--- src/rtl/cack_prio_pick.sv ---
`timescale 1ns/1ps
module cack_prio_pick #(
  parameter int unsigned N  = 8,
  localparam int unsigned LW = $clog2(N)
) (
  input  logic [N-1:0]  req,
  output logic          found,
  output logic [LW-1:0] idx
);
  // lowest index wins: scan downward so the last hit is the smallest
  always_comb begin
    found = 1'b0;
    idx   = '0;
    for (int i = N - 1; i >= 0; i--) begin
      if (req[i]) begin
        found = 1'b1;
        idx   = i[LW-1:0];
      end
    end
  end
endmodule

--- src/rtl/cack_resolver.sv ---
`timescale 1ns/1ps
module cack_resolver #(
  parameter int unsigned N  = 8,
  localparam int unsigned LW = $clog2(N)
) (
  input  logic          clk,
  input  logic          rst_n,
  input  logic [N-1:0]  lines,
  input  logic [N-1:0]  mask,
  input  logic [N-1:0]  lvl_mode,
  input  logic [N-1:0]  extra_set,
  input  logic          ack,
  input  logic          eoi,
  input  logic [LW-1:0] eoi_idx,
  output logic          int_req,
  output logic [LW-1:0] int_line
);
  logic [N-1:0]  irr_q, isr_q, last_q;
  logic [N-1:0]  pend, rise, ack_bit, eoi_bit;
  logic [N-1:0]  irr_edge_n, irr_n, isr_n;
  logic          p_found, s_found;
  logic [LW-1:0] p_idx, s_idx;

  assign pend = irr_q & ~mask;

  cack_prio_pick #(.N(N)) pick_req_i (
    .req(pend), .found(p_found), .idx(p_idx)
  );
  cack_prio_pick #(.N(N)) pick_isr_i (
    .req(isr_q), .found(s_found), .idx(s_idx)
  );

  // a request is presented only if it outranks everything in service
  assign int_req  = p_found && (!s_found || (p_idx < s_idx));
  assign int_line = p_idx;

  always_comb begin
    ack_bit = '0;
    eoi_bit = '0;
    if (ack && int_req) ack_bit[p_idx] = 1'b1;
    if (eoi)            eoi_bit[eoi_idx] = 1'b1;
  end

  assign rise       = lines & ~last_q;
  assign irr_edge_n = (irr_q & ~ack_bit) | rise | extra_set;

  // level-mode bits follow the pin; edge-mode bits latch and clear on ack
  generate
    for (genvar g = 0; g < N; g++) begin : g_bit
      assign irr_n[g] = lvl_mode[g] ? lines[g] : irr_edge_n[g];
    end
  endgenerate

  assign isr_n = (isr_q & ~eoi_bit) | ack_bit;

  always_ff @(posedge clk) begin
    if (!rst_n) begin
      irr_q  <= '0;
      isr_q  <= '0;
      last_q <= '0;
    end else begin
      irr_q  <= irr_n;
      isr_q  <= isr_n;
      last_q <= lines;
    end
  end
endmodule

--- src/rtl/cascade_ack_unit.sv ---
`timescale 1ns/1ps
module cascade_ack_unit #(
  parameter int unsigned LINES    = 8,
  parameter int unsigned CAS_LINE = 2,
  parameter int unsigned VEC_W    = 8,
  localparam int unsigned LW      = $clog2(LINES),
  localparam int unsigned TOT     = 2 * LINES,
  localparam int unsigned BASE_W  = VEC_W - LW
) (
  input  logic              clk,
  input  logic              rst_n,
  input  logic [TOT-1:0]    irq_lines,
  input  logic [TOT-1:0]    irq_mask,
  input  logic [TOT-1:0]    irq_level_mode,
  input  logic [BASE_W-1:0] mst_base,
  input  logic [BASE_W-1:0] slv_base,
  input  logic              eoi_valid,
  input  logic [LW:0]       eoi_line,
  input  logic              ack_valid,
  output logic              ack_ready,
  output logic              vec_valid,
  input  logic              vec_ready,
  output logic [VEC_W-1:0]  vec_data,
  output logic              vec_spurious,
  output logic              cpu_int
);
  localparam logic [LINES-1:0] CAS_MASK  = LINES'(1) << CAS_LINE;
  localparam logic [LW-1:0]    SPUR_LINE = LW'(LINES - 1);

  logic          m_int, s_int;
  logic [LW-1:0] m_line, s_line;
  logic          ack_fire, m_ack, s_ack;
  logic          m_eoi, s_eoi;
  logic [LINES-1:0] cas_set;
  logic [VEC_W-1:0] vec_n;
  logic             spur_n;
  logic [VEC_W-1:0] vec_q;
  logic             spur_q, vld_q;

  assign ack_ready = !vld_q || vec_ready;
  assign ack_fire  = ack_valid && ack_ready;
  assign m_ack     = ack_fire;
  assign s_ack     = ack_fire && m_int && (m_line == LW'(CAS_LINE));

  assign m_eoi = eoi_valid && !eoi_line[LW];
  assign s_eoi = eoi_valid &&  eoi_line[LW];

  // secondary request pulses primary cascade input; suppressed in the
  // cycle the secondary itself is being acknowledged
  assign cas_set = (s_int && !s_ack) ? CAS_MASK : '0;

  cack_resolver #(.N(LINES)) mst_i (
    .clk      (clk),
    .rst_n    (rst_n),
    .lines    (irq_lines[LINES-1:0] & ~CAS_MASK),
    .mask     (irq_mask[LINES-1:0]),
    .lvl_mode (irq_level_mode[LINES-1:0] & ~CAS_MASK),
    .extra_set(cas_set),
    .ack      (m_ack),
    .eoi      (m_eoi),
    .eoi_idx  (eoi_line[LW-1:0]),
    .int_req  (m_int),
    .int_line (m_line)
  );

  cack_resolver #(.N(LINES)) slv_i (
    .clk      (clk),
    .rst_n    (rst_n),
    .lines    (irq_lines[TOT-1:LINES]),
    .mask     (irq_mask[TOT-1:LINES]),
    .lvl_mode (irq_level_mode[TOT-1:LINES]),
    .extra_set('0),
    .ack      (s_ack),
    .eoi      (s_eoi),
    .eoi_idx  (eoi_line[LW-1:0]),
    .int_req  (s_int),
    .int_line (s_line)
  );

  always_comb begin
    if (!m_int) begin
      vec_n  = {mst_base, SPUR_LINE};
      spur_n = 1'b1;
    end else if (m_line == LW'(CAS_LINE)) begin
      vec_n  = s_int ? {slv_base, s_line} : {slv_base, SPUR_LINE};
      spur_n = !s_int;
    end else begin
      vec_n  = {mst_base, m_line};
      spur_n = 1'b0;
    end
  end

  always_ff @(posedge clk) begin
    if (!rst_n) begin
      vld_q  <= 1'b0;
      vec_q  <= '0;
      spur_q <= 1'b0;
    end else if (ack_fire) begin
      vld_q  <= 1'b1;
      vec_q  <= vec_n;
      spur_q <= spur_n;
    end else if (vec_ready) begin
      vld_q  <= 1'b0;
    end
  end

  assign vec_valid    = vld_q;
  assign vec_data     = vec_q;
  assign vec_spurious = spur_q;
  assign cpu_int      = m_int;
endmodule

--- config.mk ---
export PLATFORM = sky130hd
export DESIGN_NAME = cascade_ack_unit
export DESIGN_NICKNAME = d
export VERILOG_FILES = /design/src/rtl/cack_prio_pick.sv /design/src/rtl/cack_resolver.sv /design/src/rtl/cascade_ack_unit.sv
export SDC_FILE = /design/constraint.sdc
export NUM_CORES = 1
export LEC_CHECK = 0
export ABC_CLOCK_PERIOD_IN_PS = 6600
export BUFFER_PORTS_ARGS = -buffer_cell sky130_fd_sc_hd__buf_2
export CAP_MARGIN = 20
export CORE_MARGIN = 2
export CORE_UTILIZATION = 55
export CTS_BUF_LIST = sky130_fd_sc_hd__clkbuf_4
export DETAILED_ROUTE_END_ITERATION = 8
export PLACE_DENSITY = 0.83
export SYNTH_ARGS = -nofsm -noshare
export SYNTH_HDL_FRONTEND = slang
export SYNTH_SLANG_ARGS = --single-unit
--- constraint.sdc ---
create_clock -name clk -period 6.6 [get_ports clk]
set_input_delay 1.32 -clock clk [delete_from_list [all_inputs] [get_ports clk]]
set_output_delay 1.32 -clock clk [all_outputs]
set_load 0.02 [all_outputs]
# Word level (Yosys, flattened, before mapping)

Index checks and enable logic that the tools add are counted.

$lt $le $gt $ge: 8
Reduce and logical (&&, ||, !) cells: 22
Mux-type cells: 97
Equal/unequal tests: 1
Bitwise operators: 21

Operators with widths:

| kind                                                                                 | count |
|---|---|
| 3-bit 2-to-1 mux                                                                     | 34 |
| 8-bit bitwise AND                                                                    | 8 |
| 8-bit inverter                                                                       | 8 |
| 1-bit 2-to-1 mux                                                                     | 54 |
| 8-bit 2-to-1 mux                                                                     | 6 |
| 8-bit OR                                                                             | 4 |
| 1-bit logical AND                                                                    | 12 |
| 3-bit by 4-bit < comparator with 1-bit output (second input constant)                | 3 |
| 1-bit demux with 3-bit select                                                        | 3 |
| 3-bit by 1-bit greater-or-equal comparator with 1-bit output (second input constant) | 3 |
| 8-bit by 3-bit OR with 8-bit output                                                  | 1 |
| 1-bit logical NOT                                                                    | 6 |
| 3-bit < comparator                                                                   | 2 |
| 3-bit by 2-bit == test with 1-bit output (second input constant)                     | 1 |
| 1-bit logical OR                                                                     | 3 |
| 2-bit nonzero test                                                                   | 1 |

Input bits: 67
Bits in registers: 58
Output and inout port bits: 12
Logic and storage cells: 159

# Depth between registers and ports, before layout

Gate-level depths: netlist of the first run.

Word-level depth: 21
Mapped depth: 12
Gate-level depth less buffers: 11

# Cells and area by module

From an unflattened synthesis of the first run, not the netlist that was laid out.

Cell total of the unflattened synthesis: 374
Area, all modules: 3186.8 µm²

By module, submodules not included:

| module                 | cells an instance | seq. area each (µm²) | instances | area each (µm²) |
|---|---|---|---|---|
| cack_resolver at slv_i | 133               | 480.5                | 1         | 1174.9 |
| cack_resolver at mst_i | 133               | 480.5                | 1         | 1172.4 |
| cascade_ack_unit       | 56                | 200.2                | 1         | 519.2 |
| cack_prio_pick         | 13                | 0.0                  | 4         | 80.1 |

# Worst setup path after synthesis of the first run

No wires, ideal clock.

Path type: in2out
From: input irq_mask[0]
To: output cpu_int
Stages: 7
Arrival time: 3.250 ns
Required time: 5.280 ns
Buffers on the path: 0
Slack: 2.030 ns
Cells stage by stage: nor2b_1 -> or2_2 -> nor3_1 -> ha_1 -> o2111ai_4 -> a21oi_1 -> a2111oi_2

Cells in the longest elaborated chain, start to end: 6
Elaborated cells on any way between the ends: 7
Classes of those cells: 1 x order compare; 2 x mux; 2 x bitwise; 2 x reduce/logical

RTL lines:

| item                  | RTL line               | source |
|---|---|---|
| start, declared       | cascade_ack_unit.sv:13 | `input logic [TOT-1:0] irq_mask,` |
| 8-bit inverter (*)    | cack_resolver.sv:24    | `assign pend = irr_q & ~mask;` |
| 8-bit bitwise AND (*) | cack_resolver.sv:24    |  |
| 3-bit 2-to-1 mux      | cack_prio_pick.sv:15   | `if (req[i]) begin` |
| 3-bit < comparator    | cack_resolver.sv:34    | `assign int_req = p_found && (!s_found \|\| (p_idx < s_idx));` |
| 1-bit logical OR      | cack_resolver.sv:34    |  |
| 1-bit logical AND (*) | cack_resolver.sv:34    |  |
| end, declared         | cascade_ack_unit.sv:25 | `output logic cpu_int` |

Mark *: on every way between the ends. The rest lies on a longest branch, timed or not.

# Final worst setup path of the first run

From: input irq_mask[4]
To: output cpu_int

Cells in the longest elaborated chain, start to end: 10
Elaborated cells on any way between the ends: 15
Classes of those cells: 1 x order compare; 10 x mux; 2 x bitwise; 2 x reduce/logical

RTL lines:

| item                          | RTL line |
|---|---|
| 8-bit inverter (*)            | cack_resolver.sv:24 |
| 8-bit bitwise AND (*)         | cack_resolver.sv:24 |
| 3-bit 2-to-1 mux (5 in a row) | cack_prio_pick.sv:15 |
| 3-bit < comparator            | cack_resolver.sv:34 |
| 1-bit logical OR              | cack_resolver.sv:34 |
| 1-bit logical AND (*)         | cack_resolver.sv:34 |

Marked as above.

==> results of run 1 <==
power by group through the flow:
stage          logic (W)  clock network (W)  registers (W)
4_1_cts         0.000173           0.000325       0.000376
3_5_place_dp    0.000172                  0       0.000384
5_1_grt         0.000193           0.000340       0.000379
3_3_place_gp    0.000168                  0       0.000383
2_1_floorplan   0.000114                  0       0.000389
6_report        0.000174           0.000319       0.000376
layer usage:
layer | vias to the layer above | share of wire, % | routed length [um] | global-route usage [%]
li1 | 1434 | - | - | -
met1 | 1266 | 46 | 3000 | 31.94
met2 | 95 | 44 | 2908 | 34.56
met3 | 12 | 7.9 | 517 | 5.647
met4 | 0 | 2.1 | 137 | 11.82
met5 | - | 0 | 0 | 0
cells in the final DEF, fill, tap and decap left out, drive strengths merged, types with 3 or more instances in the layout:
cell	n
buf	76
dfxtp	57
o21ai	31
nand2	29
nor2	24
inv	23
and2	16
o31ai	16
a21boi	16
nand2b	14
nor2b	12
a21oi	11
nor3	10
nand3	10
clkbuf	9
a31oi	7
or2	6
or3	5
mux2i	5
o21a	4
a41o	4
nor4	4
clkinv	4
a211oi	3
o22ai	3
nand4	3
o211ai	3
ha	3
bufinv	3
logic make-up after synthesis:
kind of cell / after synthesis / share of synthesized area [%]
multiplexers: 5 / 1.722
buffers and inverters: 34 / 4.692
adder cells (fa/ha/maj): 3 / 1.292
AO/OA/AOI/OAI: 113 / 27.42
flip-flops: 57 / 39.26
AND/OR/NAND/NOR: 141 / 25.61
synth_stat cells (all sizes together), types with 6 or more instances:
master,instances
nand3,10
inv,23
a21oi,11
nand2b,14
nor3,10
o21ai,31
clkbuf,7
o31ai,16
a31oi,7
and2,16
nor2b,12
nor2,24
a21boi,16
or2,6
nand2,29
dfxtp,57
worst reg2reg max path, delay by kind of cell (launching register included):
family | cells | cell delay, ns
fa+ha+maj | 1 | 0.37
flops | 1 | 0.32
simple gates | 7 | 1.90
compound gates | 2 | 0.42
metrics by stage:
| step | utilization, % | total power, W | cell area, um2 |
|---|---|---|---|
| 2_1_floorplan | - | 0.0005035 | 2907 |
| 6_report | 68.54 | 0.0008694 | 3501 |
| 5_1_grt | 68.54 | 0.0009116 | 3501 |
| 4_1_cts | 68.54 | 0.0008744 | 3501 |
| 3_3_place_gp | 65.09 | 0.0005512 | 3324 |
| 3_5_place_dp | 65.09 | 0.0005557 | 3324 |
area by class of cell:
cell class,count,area [um2]
Inverter,23,86.33
Timing Repair Buffer,76,380.4
Clock inverter,7,108.9
Fill cell,441,1607
Tap cell,70,87.58
Sequential cell,57,1141
Clock buffer,9,67.56
Multi-Input combinational cell,262,1629
flip-flops by register name, indices dropped and copies added, names as in the netlist:
| register | cells |
|---|---|
| slv_i.last_q | 8 |
| slv_i.isr_q | 8 |
| vec_data | 8 |
| mst_i.irr_q | 8 |
| mst_i.isr_q | 8 |
| slv_i.irr_q | 8 |
| vec_spurious | 1 |
| mst_i.last_q | 7 |
| vec_valid | 1 |
final timing paths:
kind	end	depth (start not counted)
max reg2reg	slv_i.isr_q[3]$_SDFF_PN0_	10
min reg2reg	slv_i.irr_q[0]$_SDFF_PN0_	2
min	slv_i.irr_q[0]$_SDFF_PN0_	2
max	cpu_int	10
==> metrics.md, run 1 <==
| Metric | Value |
|---|---|
| Worst Path Buf+Inv | 2 |
| WS Path Type | input pin to primary output |
| FMAX | about 0.2 GHz |
| Slowest cell on the critical path | a2111oi_2 |
| Crit path DAT | 3.69 ns |
| CP max stage delay | 0.64 ns |
| Global placer's final weighted congestion | ~0.94 |
| Vias per Instance | approximately 5.6 |
| P_leak | ~1.5 nW |
| DIE WIDTH | 76.70 um |
| CP dominant cell by count | buf_2 |
| Synthesized cell area | 2907 um2 |
| Clock share of power | 36.7% |
| Yosys warns | 0 |
| Total track usage | 23.43% |
| Routed vias | 2,807 |
| Post-synth top area cell | dfxtp_1 |
| Fin cells | about 500 |
| Reg clk slew, reported paths | 0.09 ns |
| First-iteration detailed-routing DRC count | between 200 and 250 |
| Async set-reset flop share out of synthesis | 0% |
| EDFF count, synth | 0 |
| Top post-synthesis cells by area | dfxtp_1 (39%), o21ai_0 (4.8%), o31ai_1 (3.9%) |
| Setup_tns | 0 ns |
| Worst hold start | slv_i.irr_q[0]$_SDFF_PN0_ |
| Max cap viols | 0 |
| Switching share of power | 28.05% |
| Hold buffer count at CTS | 0 |
| Final setup fails | 0 |
| Row cnt | 26 |
| Die ar. | 5882 um2 |
| CP cell instances | buf_2, nor2b_1, or2_2, nor2_1, nor3_1, ha_1, o2111ai_4, a21oi_1, a2111oi_2, buf_2 |
| Post-synth top flop | dfxtp_1 |
| Post-route worst setup slack | approximately 1.6 ns |
| Initial Util | 56.91% |
| First-pass GRT wire length | between 10,000 and 15,000 um |
| Worst slew pin tran | 0.9745 ns |
| Maximum vdd drop | 0.1980 mV |
| Fin. Hold Viols | 0 |
| Inst Count DP | 488 |
| Mean Syn Cell Area | 8.234 um2 |
| Rel. slew slack | 35.04% |
| Total congestion overflow | 0 |
| CTS Sinks | 57 |
| DRC | 0 |
| Sequential area share after synthesis | 39.26% |
| Sequential power share | 43.3% |
| Pwr/cell area | 248.3 nW/um2 |
| Final Cycle Share | around three quarters |
| Initial antenna violation count | 0 |
| Core area | 5107 um2 |
| # Post-CTS Setup Buffers | 0 |
| PortBufs | 76 |
| Layout Skew | 0.01235 ns |
| Int Pwr | 0.0006255 W |
| Switching pwr | 0.0002439 W |
| Area grow syn2layout | 20.45% |
| TritonCTS clock tree | done |
| Antenna-violating nets left | 0 |
| Slew Viols, Final | 0 |
| Clk buf depth | 2 |
| Seq cells post-synth | 57 |
| IO Pins | 79 |
| Largest net degree at the start of global routing | 63 |
| Outcome | complete, no violations |
| Logic pwr share | 20.0% |
| DP HPWL | 4872 um |
| CP startpoint kind | input pin |
| Worst skew pair latency | around 0.4 ns |
| Tmin final | roughly 5.0 ns |
| Worst reg2reg setup slack | around 3.5 ns |
| Post-cts resize count | 0 |
| ANT cells | 0 |
| Share of post-route cells with drive strength above 1 | 23.27% |
| RSZ-0062 raised after global routing | false |
| CP endpoint kind | primary output |
| Syn_nets | about 420 |
| CP Launch Point | irq_mask[4] |
| Num CTS Buffers | 9 |
| Vert. Die Dim | 76.70 um |
| R2r startpoint | mst_i.irr_q[4]$_SDFF_PN0_ |
| Worst Path Max Fanout | 5 |
| WL per Instance | 13.02 um |
| Synth cell types | 53 |
| Yosys top cell area share | between 30% and 40% |
| HP Class | flop to flop |
| Nets | 499 |
| CTS Root Buffer Type | clkbuf_4 |
| Worst slack at placement | 1.658 ns |
| CP Data Required Time | 5.28 ns |
| Hold_ws | around 0.47 ns |
| Routed Wire Length | 6563 um |
| Family with the most delay on the worst path | compound AO/OA/AOI/OAI gates |
| Vias in the first global route | between 2,000 and 3,000 |
| Synth Instances | ~350 |
| 1st-pass router iterations | 4 |
| # H-tree levels | 3 |
No activity file was read; power rests on OpenSTA's default activity.
==> inputs of run 2 (changes only) <==
- ABC_CLOCK_PERIOD_IN_PS: 6600 -> 4100
- CORE_UTILIZATION: 55 -> 49
- PLACE_DENSITY: 0.83 -> 0.78
- clock period: 6.6 -> 4.1 ns (I/O delays scaled with it)
==> run 2 against run 1 <==
  * Clock skew up 0.0012 ns
  * Flip-flop and latch count unchanged
  * Largest power group unchanged
  * Critical path depth unchanged
  * Register-to-register slack worse by 2.5 ns
  * Total power up 42%
==> metrics.md, run 2 (synthesized netlist as in run 1, its figures left out) <==
| Metric | Value |
|---|---|
| Maximum vdd drop | approximately 0.29 mV |
| Reg-to-Reg End | slv_i.isr_q[4]$_SDFF_PN0_ |
| WL per Instance | 13.34 um |
| Initial Util | 49.98% |
| R2r startpoint | mst_i.irr_q[4]$_SDFF_PN0_ |
| CP startpoint kind | input pin |
| Slew Viols, Final | 0 |
| Vias in the first global route | about 2,700 |
| RSZ-0062 raised after global routing | false |
| CP endpoint kind | primary output |
| Clk buf depth | 2 |
| Reg clk slew, reported paths | 0.09 ns |
| Initial antenna violation count | 0 |
| Logic pwr share | 23.3% |
| Family with the most delay on the worst path | simple AND/OR/NAND/NOR gates |
| IO Pins | 79 |
| Nets | 501 |
| CTS Sinks | between 50 and 60 |
| Vias per Instance | 5.583 |
| Routed Wire Length | 6819 um |
| # Post-CTS Setup Buffers | 0 |
| Worst hold start | slv_i.irr_q[0]$_SDFF_PN0_ |
| Antenna-violating nets left | 0 |
| FMAX | 0.2658 GHz |
| Cell count of the worst reg-to-reg path | 10 |
| Largest net degree at the start of global routing | 63 |
| Tmin final | 3.762 ns |
| Slowest cell on the critical path | a2111oi_2 |
| Most frequent cells in the layout | buf_2 (76), dfxtp_1 (57), nand2_1 (29), o21ai_0 (28), nor2_1 (24) |
| Crit path DAT | 2.94 ns |
| Int Pwr | between 0.0008 and 0.0009 W |
| Share of post-route cells with drive strength above 1 | a little under a quarter |
| ANT cells | 0 |
| Setup_tns | 0 ns |
| Worst Path Buf+Inv | 2 |
| Routed vias | ~2,900 |
| Row cnt | 28 |
| Total congestion overflow | 0 |
| Core area | 5816 um2 |
| Die ar. | around 6600 um2 |
| Vert. Die Dim | 81.02 um |
| Worst Path Max Fanout | 4 |
| Outcome | complete, no violations |
| Max cap viols | 0 |
| CTS Root Buffer Type | clkbuf_4 |
| Worst slew pin tran | just under 1 ns |
| Hold buffer count at CTS | 0 |
| First-pass GRT wire length | 11,500 um |
| # H-tree levels | 3 |
| Worst reg2reg setup slack | 0.95 ns |
| P_leak | 1.474 nW |
| 1st-pass router iterations | 4 |
| Switching pwr | 0.0003965 W |
| Post-cts resize count | 0 |
| Area grow syn2layout | 18.90% |
| Hold Path End | slv_i.irr_q[0]$_SDFF_PN0_ |
| Worst skew pair latency | 0.39 ns |
| Total track usage | between 20 and 25% |
| Rel. slew slack | 35.78% |
| DRC | 0 |
| Pwr/cell area | 356.3 nW/um2 |
| Sequential power share | roughly 50% |
| PnR Total Power | approximately 0.0012 W |
| Clock share of power | 27.5% |
| Final setup fails | 0 |
| Switching share of power | roughly a third |
| CP Data Required Time | around 3.3 ns |
| PortBufs | 76 |
| Filler Cell Count | 581 |
| CP max stage delay | 0.42 ns |
| Num CTS Buffers | 9 |
| CP dominant cell by count | buf_2 |
| WS Path Type | input pin to primary output |
| HP Class | flop to flop |
| First-iteration detailed-routing DRC count | roughly 150 |
| Final Cycle Share | approximately nine tenths |
| Global placer's final weighted congestion | 0.9469 |
| Hold path cells | 2 |
| TritonCTS clock tree | done |
| DIE WIDTH | 81.02 um |
| Commonest non-fill, non-tap cell in the layout | buf_2 |
| Layout Skew | between 0.01 and 0.015 ns |
| CP cell instances | buf_2, nor2b_1, or2_2, nor2_1, nor3_1, ha_1, o2111ai_4, a21oi_1, a2111oi_2, buf_2 |
| DP HPWL | 5094 um |
| Fin. Hold Viols | 0 |
run 2: cell types whose count changed in the layout (fill, tap and decap cells not counted), sizes merged:
cell / delta
bufinv: -3
buf: +2
clkbuf: +1
clkinvlp: +2
run 2: layout make-up:
type / count / area, um2 / share of cell area, %
Inverter: 23 / 86.33 / 2.498
Multi-Input combinational cell: 262 / 1629 / 47.14
Clock buffer: 10 / 75.07 / 2.172
Tap cell: 75 / 93.84 / 2.715
Timing Repair Buffer: 78 / 395.4 / 11.44
Clock inverter: 6 / 35.03 / 1.014
Sequential cell: 57 / 1141 / 33.02
run 2: worst max-delay path by stage:
stage,start,endpoint,slack [ns],cells after the start
after floorplan,irq_mask[0],cpu_int,0.53,7
after detailed placement,irq_mask[4],cpu_int,0.38,10
after CTS,irq_mask[4],cpu_int,0.34,10
after global routing,irq_mask[4],cpu_int,0.19,10
after global placement,irq_mask[4],cpu_int,0.37,10
final,irq_mask[4],cpu_int,0.34,10
run 2: per-layer routing:
metal  global-route usage [%]  vias to the layer above  wire, um
met5                        0                        -         0
met4                    6.610                        0        61
met3                    6.889                        6       494
met2                    35.70                       92      3114
met1                    28.49                     1321      3149
li1                         -                     1434         -
run 2: stage by stage:
step	worst slack (ns)	hold slack (ns)	utilization [%]	cells	area [um2]
floorplan	0.5299	0.4356	-	353	2907
global placement	0.3670	0.4509	57.53	495	3346
detailed placement	0.3786	0.4564	57.53	495	3346
CTS	0.3449	0.4705	59.42	511	3456
global route	0.1918	0.4814	59.42	511	3456
finish	0.3383	0.4664	59.42	511	3456
run 2: power by group through the flow:
stage	registers (W)	clock network, W	logic [W]
final	0.000606	0.000338	0.000287
after global routing	0.000609	0.000370	0.000322
after CTS	0.000606	0.000344	0.000287
after detailed placement	0.000618	0	0.000285
after global placement	0.000617	0	0.000278
after floorplan	0.000627	0	0.000184
run 2: worst reg2reg max path, delay by kind of cell (launching register included):
| family | cells | cell delay (ns) |
|---|---|---|
| AND/OR/NAND/NOR | 7 | 1.94 |
| AO/OA/AOI/OAI | 2 | 0.41 |
| adder cells (fa/ha/maj) | 1 | 0.37 |
| flip-flops | 1 | 0.33 |
==> inputs of run 3 (changes only) <==
- CORE_UTILIZATION: 49 -> 47
- CTS_BUF_LIST: sky130_fd_sc_hd__clkbuf_4 -> not set
- PLACE_DENSITY: 0.78 -> 0.76
==> run 3 against run 2 <==
  * Core utilization decreased by 0.33 points
  * Global-route usage is 0.29 points lower
  * Sequential share of layout area fell by 0.60 points
  * Critical path depth is the same
  * Clock power increased by 40%
  * Sequential power about the same
  * Worst setup slack got worse by 0.022 ns
  * Combinational power about the same
  * Clock skew is 0.0052 ns lower
  * Non-clock buffer count fell by 1
  * Flip-flop and latch count is the same
  * Cell count shrank 0.20%
  * Critical path type unchanged
  * Critical endpoint unchanged
==> metrics.md, run 3 (synthesized netlist as in run 1, its figures left out) <==
| Metric | Value |
|---|---|
| P_leak | approximately 1.5 nW |
| Post-route design area | 3520 um2 |
| Worst hold start | mst_i.irr_q[6]$_SDFF_PN0_ |
| Antenna-violating nets left | 0 |
| Critical Path Sink | cpu_int |
| Cell count of the worst reg-to-reg path | 9 |
| DRC | 0 |
| Inst Count DP | 494 |
| Core area | 5956 um2 |
| Total congestion overflow | 0 |
| Clock share of power | 34.6% |
| PnR Total Power | 0.001368 W |
| CTS Sinks | between 50 and 60 |
| Rel. slew slack | 34.43% |
| Seq. cell area | 1141 um2 |
| Switching share of power | between 30% and 40% |
| # H-tree levels | 3 |
| Final setup fails | 0 |
| Total track usage | 21.86% |
| CP startpoint kind | input pin |
| Max cap viols | 0 |
| Worst skew pair latency | 0.33 ns |
| Int Pwr | 0.0009564 W |
| First-iteration detailed-routing DRC count | 187 |
| Fin. Hold Viols | 0 |
| HP Class | flop to flop |
| Vert. Die Dim | 82.64 um |
| Slowest cell on the critical path | a2111oi_2 |
| First-pass GRT wire length | 11,470 um |
| Worst reg2reg setup slack | 1.00 ns |
| Switching pwr | a little over 0.0004 W |
| CTS Root Buffer Type | clkbuf_8 |
| Pwr/cell area | 388.8 nW/um2 |
| Vias per Instance | 5.518 |
| Slew Viols, Final | 0 |
| Row cnt | 28 |
| Placed cell area | 3338 um2 |
| Final Cycle Share | between 90 and 100% |
| Reg clk slew, reported paths | 0.06 ns |
| CP endpoint kind | primary output |
| Layout Skew | approximately 0.0083 ns |
| Nets | 500 |
| RSZ-0062 raised after global routing | false |
| CP Launch Point | irq_mask[4] |
| Post-cts resize count | 0 |
| Area grow syn2layout | 21.09% |
| R2r startpoint | mst_i.irr_q[2]$_SDFF_PN0_ |
| WS Path Type | input pin to primary output |
| # Post-CTS Setup Buffers | 0 |
| 1st-pass router iterations | 4 |
| Worst slack at placement | 0.3643 ns |
| Logic pwr share | 21.0% |
| Routed vias | 2,814 |
| IO Pins | roughly 80 |
| Worst Path Max Fanout | 4 |
| Vias in the first global route | 2,587 |
| Outcome | complete, no violations |
| FMAX | 0.2643 GHz |
| Initial Util | 48.80% |
| Filler Cell Count | about 540 |
| ANT cells | 0 |
| Worst slew pin tran | 0.9836 ns |
| CP max stage delay | 0.46 ns |
| WL per Instance | 13.53 um |
| Crit path DAT | between 2 and 3 ns |
| DP HPWL | 5002 um |
| Share of post-route cells with drive strength above 1 | a little under a quarter |
| Routed Wire Length | a little under 7000 um |
| Post-route worst setup slack | ~0.32 ns |
| Most frequent cells in the layout | buf_2 (76), dfxtp_1 (57), nand2_1 (29), o21ai_0 (28), nor2_1 (24) |
| Hold buffer count at CTS | 0 |
| Setup_tns | 0 ns |
| Largest net degree at the start of global routing | 63 |
| Sequential power share | 44.3% |
| CP cell instances | buf_2, nor2b_1, or2_2, nor2_1, nor3_1, ha_1, o2111ai_4, a21oi_1, a2111oi_2, buf_2 |
| TritonCTS clock tree | done |
| Clk buf depth | 2 |
| Global placer's final weighted congestion | slightly below 0.9 |
| CP Data Required Time | 3.28 ns |
| Commonest non-fill, non-tap cell in the layout | buf_2 |
| CP dominant cell by count | buf_2 |
| Num CTS Buffers | 9 |
| Fin cells | 510 |
| Reg-to-Reg End | slv_i.isr_q[3]$_SDFF_PN0_ |
| Tmin final | 3.783 ns |
| PortBufs | 76 |
| Maximum vdd drop | approximately 0.25 mV |
| Multi-input combinational cell area | around 1600 um2 |
| DIE WIDTH | just over 80 um |
| Die ar. | 6829 um2 |
| Initial antenna violation count | 0 |
[run 3: changes by cell type in the layout (fill, tap and decap cells not counted), sizes merged]
| cell | before | now |
|---|---|---|
| buf | 78 | 77 |
| clkbuf | 10 | 11 |
| clkinv | 4 | 3 |
[run 3: worst min path at each step]
stage | slack, ns | cells past startpoint | endpoint
3_3_place_gp | 0.45 | 2 | mst_i.irr_q[6]$_SDFF_PN0_
4_1_cts | 0.46 | 2 | mst_i.irr_q[6]$_SDFF_PN0_
6_report | 0.46 | 2 | mst_i.irr_q[6]$_SDFF_PN0_
2_1_floorplan | 0.44 | 2 | mst_i.irr_q[6]$_SDFF_PN0_
5_1_grt | 0.49 | 2 | slv_i.irr_q[0]$_SDFF_PN0_
3_5_place_dp | 0.45 | 2 | mst_i.irr_q[6]$_SDFF_PN0_
[run 3: through the flow]
stage | utilization, % | hold WS, ns
floorplan | - | 0.4356
global placement | 56.05 | 0.4460
detailed placement | 56.05 | 0.4521
CTS | 59.10 | 0.4619
global route | 59.10 | 0.4899
finish | 59.10 | 0.4606
[run 3: power groups by stage]
stage	Combinational, W	Clock (W)	Sequential [W]
floorplan	0.000184	0	0.000627
global placement	0.000278	0	0.000617
detailed placement	0.000284	0	0.000618
CTS	0.000286	0.000482	0.000606
global route	0.000318	0.000508	0.000611
finish	0.000288	0.000474	0.000607
[run 3: cell type report]
class | instances | area share, %
flip-flops and latches | 57 | 32.42
well taps | 75 | 2.666
multi-input cells | 262 | 46.28
inverters | 23 | 2.453
clock inverters | 5 | 0.8532
clock buffers | 11 | 4.301
repair buffers | 77 | 11.02
[run 3: metal layers]
layer / GRT usage, % / vias to the layer above / share of wire (%)
met5: 0 / - / 0
met4: 9.016 / 0 / 1.8
met3: 6.087 / 11 / 6.0
met2: 32.90 / 69 / 45
met1: 29.47 / 1302 / 47
li1: - / 1432 / -
[run 3: worst max-delay path, delay by kind of cell]
kind / cells / cell delay (ns)
AND/OR/NAND/NOR: 4 / 0.81
AO/OA/AOI/OAI: 3 / 0.65
adder cells (fa/ha/maj): 1 / 0.35
buffers and inverters: 2 / 0.34
